<file path="src/rtl/feac_rx.sv">
module feac_rx #(
  parameter int DEPTH    = 4,
  parameter int VAL_NEED = 8,
  parameter int VAL_WIN  = 10,
  parameter int IDLE_LEN = 16
) (
  input  logic        clk,
  input  logic        rst,
  input  logic        bit_en,
  input  logic        bit_in,
  input  logic        stat_rd,
  input  logic        idle_ie,
  input  logic        feac_ie,
  output logic [15:0] stat,
  output logic        irq
);
  localparam int AW = (DEPTH > 1) ? $clog2(DEPTH) : 1;
  localparam int CW = $clog2(DEPTH + 1);
  localparam int WW = $clog2(VAL_WIN + 1);
  localparam int OW = $clog2(IDLE_LEN + 1);

  logic [15:0]   sr;
  logic [5:0]    cand, last_pl;
  logic [WW-1:0] hit, tot;
  logic [OW-1:0] ones;
  logic          armed, last_ok;
  logic [5:0]    mem [DEPTH];
  logic [AW-1:0] rp, wp;
  logic [CW-1:0] cnt;
  logic          cfd, idle_f, ovf;

  wire [15:0] nxt = {bit_in, sr[15:1]};
  wire [5:0]  pl  = nxt[14:9];
  wire frame = bit_en && nxt[7:0] == 8'hFF && !nxt[8] && !nxt[15];

  wire           same   = (pl == cand);
  wire [WW-1:0]  hit_n  = (tot == '0) ? WW'(1) : hit + WW'(same);
  wire [WW-1:0]  tot_n  = tot + WW'(1);
  wire [WW-1:0]  miss_n = (tot == '0) ? '0 : tot_n - hit_n;
  wire val     = frame && hit_n == WW'(VAL_NEED);
  wire restart = frame && !val && miss_n > WW'(VAL_WIN - VAL_NEED);
  wire isnew   = val && !(last_ok && pl == last_pl);

  wire idle_ev = bit_en && bit_in && armed && ones == OW'(IDLE_LEN - 1);

  wire empty = (cnt == '0);
  wire pop   = stat_rd && !empty;
  wire push  = isnew && (cnt != CW'(DEPTH) || pop);
  wire ovf_ev = isnew && !push;

  always_ff @(posedge clk) begin
    if (rst) begin
      sr   <= '0;
      cand <= '0;
      hit  <= '0;
      tot  <= '0;
    end else if (frame) begin
      sr <= '0;
      if (val) begin
        hit <= '0;
        tot <= '0;
      end else if (restart || tot == '0) begin
        cand <= pl;
        hit  <= WW'(1);
        tot  <= WW'(1);
      end else begin
        hit <= hit_n;
        tot <= tot_n;
      end
    end else if (bit_en) begin
      sr <= nxt;
    end
  end

  always_ff @(posedge clk) begin
    if (rst) begin
      ones    <= '0;
      armed   <= 1'b0;
      last_ok <= 1'b0;
      last_pl <= '0;
    end else begin
      if (bit_en)
        ones <= !bit_in ? '0 : (ones == OW'(IDLE_LEN)) ? ones : ones + OW'(1);
      if (val) begin
        armed   <= 1'b1;
        last_ok <= 1'b1;
        last_pl <= pl;
      end else if (idle_ev) begin
        armed   <= 1'b0;
        last_ok <= 1'b0;
      end
    end
  end

  always_ff @(posedge clk)
    if (push) mem[wp] <= pl;

  always_ff @(posedge clk) begin
    if (rst) begin
      rp  <= '0;
      wp  <= '0;
      cnt <= '0;
    end else begin
      if (pop)  rp <= (rp == AW'(DEPTH - 1)) ? '0 : rp + AW'(1);
      if (push) wp <= (wp == AW'(DEPTH - 1)) ? '0 : wp + AW'(1);
      cnt <= cnt + CW'(push) - CW'(pop);
    end
  end

  always_ff @(posedge clk) begin
    if (rst) begin
      cfd    <= 1'b0;
      idle_f <= 1'b0;
      ovf    <= 1'b0;
    end else begin
      cfd    <= isnew   || (cfd    && !stat_rd);
      idle_f <= idle_ev || (idle_f && !stat_rd);
      ovf    <= ovf_ev  || (ovf    && !stat_rd);
    end
  end

  assign stat = {ovf, empty, empty ? 6'd0 : mem[rp], 6'd0, idle_f, cfd};
  assign irq  = feac_ie && (cfd || (idle_f && idle_ie));
endmodule

</file>
<file path="config.mk">
export PLATFORM = sky130hd
export DESIGN_NAME = feac_rx
export DESIGN_NICKNAME = d
export VERILOG_FILES = /design/src/rtl/feac_rx.sv
export SDC_FILE = /design/constraint.sdc
export NUM_CORES = 1
export LEC_CHECK = 0
export BUFFER_PORTS_ARGS = -buffer_cell sky130_fd_sc_hd__buf_2
export CORE_MARGIN = 2
export CORE_UTILIZATION = 40
export CTS_BUF_LIST = sky130_fd_sc_hd__clkbuf_2
export DETAILED_ROUTE_END_ITERATION = 6
export SLEW_MARGIN = 10
export SYNTH_ARGS = -nofsm -noshare
export SYNTH_HDL_FRONTEND = slang
export SYNTH_SLANG_ARGS = --single-unit
</file>
<file path="constraint.sdc">
create_clock -name clk -period 5.5 [get_ports clk]
set_clock_uncertainty 0.15 [all_clocks]
set_input_delay 0.825 -clock clk [delete_from_list [all_inputs] [get_ports clk]]
set_output_delay 0.825 -clock clk [all_outputs]
set_load 0.01 [all_outputs]
</file>
==> qor.csv <==
metric,value,unit
outcome,"complete, no violations",
nets,396,
hold_viol,0,
core.rowCount,35,
synth.most_common_cell,dfxtp_1,
slew_viol_final,0,
h-tree-depth,3,
syn_area_per_cell,10.60,um2
cts_buffers,9,
antenna_found_initial,0,
clkSlewWorstSetupHoldPaths,0.23,ns
drc,0,
post-cts-setup-buffer-count,0,
wl,6.818,mm
die-height,102.3,um
layout_setup_ws,1.633,ns
ant_nets,0,
start_kind,flip-flop,
core,9328,um2
root_buffer,clkbuf_2,
wl_per_cell,13.50,um
clkSinkCount,77,
fin_tns_setup,0,ns
drive_gt1_frac,0.1596,
yosys_warnings,0,
synth.distinct_cells,60,
clock.fmax,0.2586,GHz
tightest_slew,0.6866,ns
arrival,4.14,ns
hpwl,4.745,mm
globalplace.congestion,0.8147,
irDropWorstVdd,0.1254,mV
syn_to_final_growth,5.953,%
critical-path-slowest-cell,dfxtp_1,
power_leakage,1.635,nW
track_usage,0.1423,
powerDensity,274.3,nW/um2
first_global_vias,2384,
syn-cell-area,3867,um2
synth-seq-cells,77,
endpoint_kind,flip-flop,
dieArea,10470,um2
first_iter_violations,92,
io_pins,24,
avgViaCountPerCell,4.877,
rsz0062_at_grt,false,
die_w,102.3,um
async_reset_ff_frac,0,
ys.flop_type,dfxtp_1,
initial_core_util,0.4146,
path_cells,xnor2_1 > nand4_1 > nor3_1 > ha_1 > ha_1 > nor4_2 > nand3_4 > or2_4 > nand3_1 > nand2_1 > ha_1 > fa_1 > xnor2_1 > nor2_1,
grt_overflow,0,
hold_class,flip-flop to flip-flop,
synth_common_cells,"dfxtp_1 (53), nand2_1 (36), nor2_1 (36), mux2i_1 (27), edfxtp_1 (24)",
worstPathMaxFanout,10,
critPathKind,flip-flop to flip-flop,
netlist.area_leader.share,0.2743,
numPortBuffers,17,
clock_path_buffers,2,
synth_cells,365,
fin_hold_ws,0.3358,ns
grt_pass1_wl,11.57,mm
cts_tree,done,
worstPathRequired,5.77,ns
dpl_worst_slack,1.614,ns
fin_crit,3.867,ns
drt_first_pass_iters,4,
slew_headroom,0.5358,
yosys.area.top_type,dfxtp_1,
diodes,0,
grt_start_max_net_pins,33,
num_vias,2463,
synth_seq_area_share,0.4607,
period_share,0.7030,
clock_latency,0.51,ns
cts_resized,0,
max_cap_viol_count,0,
postCtsHoldBufs,0,
cp_common_cell,ha_1,
yosys-top-cells-area,"dfxtp_1 (27%), edfxtp_1 (19%), mux2i_1 (7.0%), ha_1 (5.2%), nand2_1 (3.5%)",
synth_edf_count,24,
critPathMaxStageDelay,0.59,ns
setup_violations,0,
==> final timing paths <==
kind	from	to	slack [ns]	cells after the start
setup / recovery	sr[14]	cnt[2]	1.63	14
hold / removal	cand[3]	cand[3]	0.34	2
setup reg to reg	sr[14]	cnt[2]	1.63	14
hold reg to reg	cand[3]	cand[3]	0.34	2
==> worst max-delay path: cells and delay by family, from the launching register on <==
kind	cells	cell delay (ns)
DFF	1	0.59
and+or+nand+nor	8	1.63
adders and majority gates	4	1.06
xor gates and xnor gates	2	0.33
==> cell families after synthesis <==
kind of cell,Yosys count,synth area share
buf+inv,41,0.05370
flops,77,0.4607
mux,33,0.1048
other cells,1,0.0009696
fa+ha+maj,18,0.06212
xor+xnor,22,0.05176
simple gates,137,0.1983
compound gates,36,0.06762
==> area by class of cell <==
type	instances	area [um2]
clock buffers	10	50.05
repair buffers	17	85.08
fillers	947	5230
inverters	14	52.55
well taps	129	161.4
flip-flops and latches	77	1782
multi-input cells	252	1897
clock inverters	6	70.07
==> power breakdown <==
group          leakage [nW]  switching [W]  internal, W
Combinational         0.928      0.0000943    0.0000836
Sequential            0.642      0.0000254     0.000602
Clock                0.0652       0.000209     0.000109
Total                  1.64       0.000328     0.000796
==> registers in the layout, summed over array words and instances, names as in the netlist, named ones only <==
| signal | cells |
|---|---|
| hit | 4 |
| mem | 24 |
| tot | 4 |
| wp | 2 |
| cnt | 3 |
| cand | 6 |
| last_ok | 1 |
| cfd | 1 |
| sr | 15 |
| idle_f | 1 |
| rp | 2 |
| last_pl | 6 |
| ovf | 1 |
| ones | 5 |
==> metrics by stage <==
step	instance area, um2	util	cells	power [W]
6_report	4098	0.4393	505	0.001124
5_1_grt	4098	0.4393	505	0.001188
4_1_cts	4098	0.4393	505	0.001139
3_5_place_dp	3978	0.4264	489	0.0008219
3_3_place_gp	3978	0.4264	489	0.0008191
2_1_floorplan	3886	-	370	0.0007820
==> cell usage in the layout (no fill, tap or decap), types with 2 or more instances in the layout <==
cell        instances
nand2_1            36
inv_6               2
dfxtp_1            53
inv_1              13
nor3_1              6
mux4_2              6
o21a_1              2
buf_2              17
nor2b_1             5
a221oi_1            2
nand4b_1            2
a21oi_1            11
or3_1               3
o41ai_1             3
xor2_1             10
edfxtp_1           24
mux2i_1            27
ha_1               16
o21ai_0             8
nand2b_1            5
fa_1                2
conb_1              6
xnor2_1            11
and2_1             11
nand3_1             7
a2bb2oi_1           2
nor2_1             36
clkbuf_2           10
and3_1              2
clkinvlp_4          3
nand2_2             2
nor3_2              2
nand4_1             4
==> per-layer routing <==
metal / vias to the layer above / part of all wire / GRT usage
li1: 1257 / - / -
met1: 1143 / 0.47 / 0.1803
met2: 52 / 0.48 / 0.2373
met3: 11 / 0.037 / 0.03899
met4: 0 / 0.012 / 0.04410
met5: - / 0 / 0
(Power assumes the default switching activity.)
